===== src/rtl/bfrag_pkg.sv =====
package bfrag_pkg;
  typedef enum logic [1:0] {ST_IDLE, ST_BYP, ST_BUSY} ctl_st_e;
endpackage


===== src/rtl/bfrag_split.sv =====
module bfrag_split #(
  parameter int ADDR_W = 16,
  parameter int OFF_W  = 4,
  parameter int NB_W   = 6
) (
  input  logic              clk,
  input  logic              rst_n,
  input  logic              load,
  input  logic [ADDR_W-1:0] load_base,
  input  logic [NB_W-1:0]   load_nb,
  input  logic              load_wr,
  input  logic              out_ready,
  output logic              out_valid,
  output logic [ADDR_W-1:0] out_addr,
  output logic              out_last,
  output logic              out_wr
);
  localparam logic [ADDR_W-1:0] STEP = ADDR_W'(1) << OFF_W;

  logic              active_q;
  logic [ADDR_W-1:0] addr_q;
  logic [NB_W-1:0]   left_q;
  logic              wr_q;

  always_ff @(posedge clk) begin
    if (!rst_n) begin
      active_q <= 1'b0;
      addr_q   <= '0;
      left_q   <= '0;
      wr_q     <= 1'b0;
    end else if (load) begin
      active_q <= 1'b1;
      addr_q   <= load_base;
      left_q   <= load_nb;
      wr_q     <= load_wr;
    end else if (active_q && out_ready) begin
      if (left_q == NB_W'(1)) active_q <= 1'b0;
      left_q <= left_q - NB_W'(1);
      addr_q <= addr_q + STEP;
    end
  end

  assign out_valid = active_q;
  assign out_addr  = addr_q;
  assign out_last  = active_q && (left_q == NB_W'(1));
  assign out_wr    = wr_q;


  brs_aligned_chk: assert property (@(posedge clk) disable iff (!rst_n)
    out_valid |-> (out_addr[OFF_W-1:0] == '0));


  brs_hold_chk: assert property (@(posedge clk) disable iff (!rst_n)
    (out_valid && !out_ready) |=> (out_valid && $stable(out_addr) && $stable(out_last)));
endmodule


===== src/rtl/bfrag_track.sv =====
module bfrag_track #(
  parameter int NB_W      = 6,
  parameter int BURST_LEN = 8
) (
  input  logic            clk,
  input  logic            rst_n,
  input  logic            start,
  input  logic [NB_W-1:0] start_nb,
  input  logic            start_wr,
  input  logic            start_early,
  input  logic            beat,
  input  logic            wr_done,
  output logic            rsp,
  output logic            rsp_wr,
  output logic            done
);
  localparam int WC_W = (BURST_LEN > 1) ? $clog2(BURST_LEN) : 1;
  localparam logic [WC_W-1:0] WC_END = WC_W'(BURST_LEN - 1);

  logic            busy_q, wr_q, early_q, rsp_q, rspwr_q;
  logic [NB_W-1:0] nb_q, rb_q;
  logic [WC_W-1:0] wcnt_q;
  logic            last_bur, rd_fire, wr_fire, rd_beat;

  assign last_bur = (rb_q == nb_q - NB_W'(1));
  assign rd_beat  = busy_q && !wr_q && beat;
  assign rd_fire  = rd_beat && last_bur && (early_q ? (wcnt_q == '0) : (wcnt_q == WC_END));
  assign wr_fire  = busy_q && wr_q && wr_done && last_bur;
  assign done     = busy_q && last_bur && (wr_q ? wr_done : (beat && wcnt_q == WC_END));

  always_ff @(posedge clk) begin
    if (!rst_n) begin
      busy_q  <= 1'b0;
      wr_q    <= 1'b0;
      early_q <= 1'b0;
      nb_q    <= '0;
      rb_q    <= '0;
      wcnt_q  <= '0;
      rsp_q   <= 1'b0;
      rspwr_q <= 1'b0;
    end else begin
      rsp_q   <= rd_fire || wr_fire;
      rspwr_q <= wr_fire;
      if (start) begin
        busy_q  <= 1'b1;
        wr_q    <= start_wr;
        early_q <= start_early;
        nb_q    <= start_nb;
        rb_q    <= '0;
        wcnt_q  <= '0;
      end else begin
        if (done) busy_q <= 1'b0;
        if (rd_beat) begin
          if (wcnt_q == WC_END) begin
            wcnt_q <= '0;
            rb_q   <= rb_q + NB_W'(1);
          end else begin
            wcnt_q <= wcnt_q + WC_W'(1);
          end
        end
        if (busy_q && wr_q && wr_done) rb_q <= rb_q + NB_W'(1);
      end
    end
  end

  assign rsp    = rsp_q;
  assign rsp_wr = rspwr_q;


  wr_rsp_src_chk: assert property (@(posedge clk) disable iff (!rst_n)
    (rsp && rsp_wr) |-> $past(wr_done));


  rd_rsp_src_chk: assert property (@(posedge clk) disable iff (!rst_n)
    (rsp && !rsp_wr) |-> $past(beat));
endmodule


===== src/rtl/bfrag_buf.sv =====
module bfrag_buf #(
  parameter int ADDR_W = 16,
  parameter int LEN_W  = 8,
  parameter int OFF_W  = 4
) (
  input  logic              clk,
  input  logic              rst_n,
  input  logic [ADDR_W-1:0] lk_addr,
  input  logic [LEN_W-1:0]  lk_bytes,
  input  logic              consume,
  input  logic              kill,
  input  logic              fill,
  input  logic [ADDR_W-1:0] fill_addr,
  input  logic [LEN_W-1:0]  fill_bytes,
  output logic              hit
);
  localparam int BB    = 1 << OFF_W;
  localparam int TAG_W = ADDR_W - OFF_W;

  function automatic logic [BB-1:0] span_mask(input logic [OFF_W-1:0] off,
                                               input logic [LEN_W-1:0] n);
    logic [BB-1:0] m;
    for (int i = 0; i < BB; i++)
      m[i] = (i >= int'(off)) && (i < int'(off) + int'(n));
    return m;
  endfunction

  logic             vld_q;
  logic [TAG_W-1:0] tag_q;
  logic [BB-1:0]    used_q;
  logic [BB-1:0]    lk_mask;
  logic [LEN_W+1:0] lk_end;

  assign lk_mask = span_mask(lk_addr[OFF_W-1:0], lk_bytes);
  assign lk_end  = (LEN_W+2)'(lk_addr[OFF_W-1:0]) + (LEN_W+2)'(lk_bytes);
  assign hit = vld_q && (tag_q == lk_addr[ADDR_W-1:OFF_W]) && (lk_bytes != '0)
            && ((LEN_W+2)'(lk_bytes) < (LEN_W+2)'(BB)) && (lk_end <= (LEN_W+2)'(BB))
            && ((lk_mask & used_q) == '0);

  always_ff @(posedge clk) begin
    if (!rst_n) begin
      vld_q  <= 1'b0;
      tag_q  <= '0;
      used_q <= '0;
    end else if (kill) begin
      vld_q  <= 1'b0;
    end else if (fill) begin
      vld_q  <= 1'b1;
      tag_q  <= fill_addr[ADDR_W-1:OFF_W];
      used_q <= span_mask(fill_addr[OFF_W-1:0], fill_bytes);
    end else if (consume) begin
      used_q <= used_q | lk_mask;
    end
  end
endmodule


===== src/rtl/burst_frag_bypass.sv =====
module burst_frag_bypass
  import bfrag_pkg::*;
#(
  parameter int WORD_BYTES = 2,
  parameter int BURST_LEN  = 8,
  parameter int ADDR_W     = 16,
  parameter int LEN_W      = 8
) (
  input  logic              clk,
  input  logic              rst_n,
  input  logic              early_resp,
  input  logic              req_valid,
  output logic              req_ready,
  input  logic              req_write,
  input  logic [ADDR_W-1:0] req_addr,
  input  logic [LEN_W-1:0]  req_bytes,
  output logic              brs_valid,
  input  logic              brs_ready,
  output logic              brs_write,
  output logic [ADDR_W-1:0] brs_addr,
  output logic              brs_last,
  input  logic              mem_rd_beat,
  input  logic              mem_wr_done,
  output logic              rsp_valid,
  output logic              rsp_write,
  output logic              rsp_bypass
);
  localparam int BB    = WORD_BYTES * BURST_LEN;
  localparam int OFF_W = $clog2(BB);
  localparam int NB_W  = LEN_W - OFF_W + 2;
  localparam int SP_W  = LEN_W + 2;

  ctl_st_e st_q;
  logic              accept, hit, hit_now, start;
  logic [SP_W-1:0]   span;
  logic [NB_W-1:0]   nb;
  logic [ADDR_W-1:0] base;
  logic              fill_cand;
  logic [ADDR_W-1:0] addr_q;
  logic [LEN_W-1:0]  bytes_q;
  logic              fill_q, wr_req_q;
  logic              trk_rsp, trk_rsp_wr, trk_done;

  assign req_ready = (st_q == ST_IDLE);
  assign accept    = req_valid && req_ready;
  assign hit_now   = !req_write && hit;
  assign start     = accept && !hit_now;
  assign span      = SP_W'(req_addr[OFF_W-1:0]) + SP_W'(req_bytes) + SP_W'(BB - 1);
  assign nb        = NB_W'(span >> OFF_W);
  assign base      = {req_addr[ADDR_W-1:OFF_W], {OFF_W{1'b0}}};
  assign fill_cand = !req_write && (nb == NB_W'(1)) && (SP_W'(req_bytes) < SP_W'(BB));

  always_ff @(posedge clk) begin
    if (!rst_n) begin
      st_q     <= ST_IDLE;
      addr_q   <= '0;
      bytes_q  <= '0;
      fill_q   <= 1'b0;
      wr_req_q <= 1'b0;
    end else begin
      case (st_q)
        ST_IDLE: if (accept) st_q <= hit_now ? ST_BYP : ST_BUSY;
        ST_BYP:  st_q <= ST_IDLE;
        ST_BUSY: if (trk_done) st_q <= ST_IDLE;
        default: st_q <= ST_IDLE;
      endcase
      if (start) begin
        addr_q   <= req_addr;
        bytes_q  <= req_bytes;
        fill_q   <= fill_cand;
        wr_req_q <= req_write;
      end
    end
  end

  bfrag_split #(.ADDR_W(ADDR_W), .OFF_W(OFF_W), .NB_W(NB_W)) u_split (
    .clk(clk), .rst_n(rst_n), .load(start), .load_base(base), .load_nb(nb),
    .load_wr(req_write), .out_ready(brs_ready), .out_valid(brs_valid),
    .out_addr(brs_addr), .out_last(brs_last), .out_wr(brs_write)
  );

  bfrag_track #(.NB_W(NB_W), .BURST_LEN(BURST_LEN)) u_track (
    .clk(clk), .rst_n(rst_n), .start(start), .start_nb(nb), .start_wr(req_write),
    .start_early(early_resp), .beat(mem_rd_beat), .wr_done(mem_wr_done),
    .rsp(trk_rsp), .rsp_wr(trk_rsp_wr), .done(trk_done)
  );

  bfrag_buf #(.ADDR_W(ADDR_W), .LEN_W(LEN_W), .OFF_W(OFF_W)) u_buf (
    .clk(clk), .rst_n(rst_n), .lk_addr(req_addr), .lk_bytes(req_bytes),
    .consume(accept && hit_now),
    .kill(start || (trk_done && wr_req_q)),
    .fill(trk_done && fill_q), .fill_addr(addr_q), .fill_bytes(bytes_q),
    .hit(hit)
  );

  assign rsp_bypass = (st_q == ST_BYP);
  assign rsp_valid  = trk_rsp || rsp_bypass;
  assign rsp_write  = trk_rsp && trk_rsp_wr;


  byp_quiet_chk: assert property (@(posedge clk) disable iff (!rst_n)
    (st_q == ST_BYP) |-> !brs_valid);


  byp_time_chk: assert property (@(posedge clk) disable iff (!rst_n)
    rsp_bypass |-> $past(req_valid && req_ready && !req_write));


  busy_block_chk: assert property (@(posedge clk) disable iff (!rst_n)
    brs_valid |-> !req_ready);
endmodule


===== config.mk =====
export PLATFORM = sky130hd
export DESIGN_NAME = burst_frag_bypass
export DESIGN_NICKNAME = d
export VERILOG_FILES = /design/src/rtl/bfrag_pkg.sv /design/src/rtl/bfrag_split.sv /design/src/rtl/bfrag_track.sv /design/src/rtl/bfrag_buf.sv /design/src/rtl/burst_frag_bypass.sv
export SDC_FILE = /design/constraint.sdc
export NUM_CORES = 1
export LEC_CHECK = 0
export BUFFER_PORTS_ARGS = -buffer_cell sky130_fd_sc_hd__buf_4
export CAP_MARGIN = 10
export CORE_AREA = 2 2 100 102
export CTS_BUF_LIST = sky130_fd_sc_hd__clkbuf_8
export CTS_CLUSTER_SIZE = 30
export DETAILED_ROUTE_END_ITERATION = 8
export DIE_AREA = 0 0 102 104
export GPL_ROUTABILITY_DRIVEN = 0
export PLACE_DENSITY = 0.92
export SYNTH_ARGS = -nofsm -noshare
export SYNTH_HDL_FRONTEND = slang
export SYNTH_SLANG_ARGS = --single-unit

===== constraint.sdc =====
create_clock -name clk -period 4.75 [get_ports clk]
set_input_delay 1.425 -clock clk [delete_from_list [all_inputs] [get_ports clk]]
set_output_delay 1.425 -clock clk [all_outputs]
set_load 0.005 [all_outputs]

==> impl_metrics.py <==
metrics = {
    "finish": {
        "final_nets": 815,
        "drive_gt1_frac": 0.143,
        "diodes": 0,
        "syn_to_final_growth_pct": 13.5,
    },
    "synthesis": {
        "synth_xor_xnor_area_share": 0.0760,
        "synthMuxAreaShare": 0.0243,
        "async_flop_share": 0,
        "ys_seq_elements": 95,
        "synth_top_cell_by_area": "dfxtp_1",
        "synthesis.area_um2": 5760,
        "synth_compound_area_frac": 0.223,
        "yosys.area_share.simple": 0.252,
        "yosysTopAreaCellShare": 0.330,
        "synth_edf_count": 0,
        "synthTopCellsByCount": "nand2_1, dfxtp_1, nor2_1",
        "synth_top_family_by_area": "simple AND/OR/NAND/NOR gates",
        "synth_cells": 719,
        "synthFlopType": "dfxtp_1",
        "synth.distinct_cells": 71,
        "yosysSeqAreaShare": 0.330,
        "synth_area_per_cell_um2": 8.02,
        "synth_fa_ha_area_frac": 0.0434,
        "synth_warnings": 0,
        "yosysMostFrequentCell": "nand2_1",
        "synth.area.top_cells": "dfxtp_1, nand2_1, xnor2_1, a21boi_1, ha_1",
    },
    "place": {
        "port_buffers": 50,
        "post-place-ws_ns": -0.113,
        "detailed_place_hpwl_um": 11700,
    },
    "status": {
        "violations": "design-rule violations",
        "status": "complete, but fails checks",
    },
    "timing": {
        "max_slew_margin": 0.510,
        "hold_viol": 0,
        "clock_skew_ns": 0.0163,
        "fin_crit_ns": 4.57,
        "finalCritPeriodShare": 0.962,
        "fin_setup_tns_ns": 0,
        "setup_viol": 0,
        "fmax_mhz": 219,
        "grt_setup_unrepaired": "false",
        "finalMaxSlewViolations": 0,
        "worst_slew_pin_slew_ns": 0.735,
        "timing.hold.ws_ns": 0.456,
        "setup_ws_ns": 0.180,
    },
    "setup_path": {
        "rrSetupSlack_ns": 1.56,
        "cp_num_buf_inv": 3,
        "startpoint_type": "input pin",
        "critPathMaxFanout": 9,
        "critPathArrivalTime_ns": 4.88,
        "cp.required_ns": 5.06,
        "cp_slowest_cell": "a2111oi_1",
        "path_cells": "buf_4 -> ha_1 -> fa_1 -> a21o_1 -> a21o_1 -> a221oi_2 -> buf_4 -> a211oi_1 -> a2111oi_1 -> nand4_1 -> a21oi_1 -> buf_4 -> or2_1 -> o221a_2",
        "crit_family": "compound AO/OA/AOI/OAI gates",
        "worst_setup_path_end_kind": "flop",
        "timing.critical_path.mode_cell": "buf_4",
        "slowest_delay_ns": 0.48,
        "path_class": "in2reg",
    },
    "clock_network": {
        "cts_inserted_buffers": 9,
        "cts_buffer_depth": 2,
        "cts.repair.resized": 0,
        "cts_tree": "built",
        "post_cts_buffers": 0,
        "cts-root-buf": "clkbuf_8",
        "clock_latency_ns": 0.37,
        "cts_sinks": 95,
        "clkTransAtPathRegs_ns": 0.09,
        "holdBufCountCts": 0,
        "htreeDepth": 3,
    },
    "routing": {
        "drc": 1,
        "drt_iter0_markers": 614,
        "vias_per_cell": 6.31,
        "ant_nets": 0,
        "wl_per_cell_um": 17.5,
        "totalWireLength_um": 15800,
        "vias": 5696,
        "firstDrtPassIters": 8,
    },
    "grt": {
        "antenna_found_initial": 0,
        "grt_max_degree": 86,
        "overflow": 0,
        "grtUsageTotal": 0.304,
        "grt_pass1_wl_um": 26000,
        "grt_pass1_vias": 5536,
    },
    "die": {
        "core_um2": 9550,
        "initial_core_util": 0.604,
        "rows": 36,
        "die_y_um": 104,
        "io_pins": 55,
        "die_x_um": 102,
        "die_area_um2": 10600,
    },
    "power_and_ir_drop": {
        "p_leak_nw": 2.68,
        "pwr_density_cell_nw_per_um2": 284,
        "ir_drop_mv": 0.242,
    },
    "min_path": {
        "worstHoldPathType": "reg2reg",
    },
    "run": {
        "drv_cap": 0,
    },
}
==> worst min-delay path: cells and delay by family, from the launching register on <==
| kind | cells | cell delay (ns) |
|---|---|---|
| AO/OA/AOI/OAI | 1 | 0.05 |
| flip-flops | 1 | 0.32 |
| AND/OR/NAND/NOR | 1 | 0.05 |
==> cells by family after synthesis <==
logic type | Yosys count
DFF | 95
xor gates and xnor gates | 50
muxes | 14
and+or+nand+nor | 300
other | 1
buffers and inverters | 59
AOI/OAI and AO/OA | 181
adders and majority gates | 19
==> sequential cells by signal, indices dropped and copies added, names as in the netlist, 2 cells and up <==
name	cells
u_track.rb_q	6
st_q	2
u_split.left_q	6
u_track.wcnt_q	3
u_buf.used_q	16
bytes_q	8
u_split.out_addr	12
u_buf.tag_q	12
u_track.nb_q	6
addr_q	16
==> power breakdown <==
| group | switching [W] | internal (W) |
|---|---|---|
| Combinational | 0.000222 | 0.000163 |
| Clock | 0.000305 | 0.000304 |
| Sequential | 0.0000347 | 0.000828 |
==> area by class of cell <==
type                            instances  area (um^2)
Timing Repair Buffer                   75          588
Clock inverter                          7          104
Clock buffer                            9          124
Multi-Input combinational cell        568         3600
Sequential cell                        95         1900
Fill cell                             745         3010
Inverter                               16         60.1
Tap cell                              133          166
==> cell usage in the layout, fill, tap and decap left out, types with 5 or more instances in the layout <==
cell | netlist | layout
a211oi_1 | 10 | 10
o31ai_1 | 6 | 6
xor2_1 | 16 | 16
a21oi_1 | 30 | 30
or4_1 | 5 | 5
o221a_2 | 5 | 5
dfxtp_1 | 95 | 95
nand3_1 | 17 | 17
or2_2 | 6 | 6
inv_1 | 16 | 16
a31oi_1 | 6 | 6
ha_1 | 16 | 16
and3_1 | 6 | 6
nand4_1 | 14 | 14
mux2i_1 | 14 | 14
clkbuf_8 | 0 | 9
or3_1 | 6 | 6
o21ai_0 | 22 | 22
nor3_1 | 21 | 21
xnor2_1 | 34 | 34
nand2_1 | 127 | 127
a21o_1 | 11 | 11
nor2b_1 | 17 | 17
a21boi_1 | 33 | 33
a21boi_0 | 18 | 18
buf_4 | 4 | 73
nand4b_1 | 5 | 5
and2_1 | 5 | 5
nor2_1 | 48 | 47
==> through the flow <==
stage / cells / area (um^2) / util / total power, W
after floorplan: 722 / 5770 / - / 0.00113
after global placement: 887 / 6310 / 0.660 / 0.00123
after detailed placement: 887 / 6310 / 0.660 / 0.00125
after CTS: 903 / 6530 / 0.684 / 0.00185
after global routing: 903 / 6540 / 0.685 / 0.00194
final: 903 / 6540 / 0.685 / 0.00186
==> routing by layer <==
| metal | vias up | wire length [um] | global-route usage |
|---|---|---|---|
| met2 | 357 | 7330 | 0.479 |
| met3 | 82 | 1720 | 0.103 |
| met4 | 0 | 696 | 0.126 |
| met1 | 2630 | 6050 | 0.378 |
| met5 | - | 0 | 0 |
| li1 | 2627 | - | - |
==> path summary, 6_finish.rpt <==
check | startpoint | end | cells past startpoint
max | req_bytes[0] | u_buf.used_q[1] | 14
max reg2reg | u_track.nb_q[0] | u_buf.used_q[1] | 10
min reg2reg | addr_q[5] | addr_q[5] | 2
min | addr_q[5] | addr_q[5] | 2
Power figures use the tool's default switching activity.
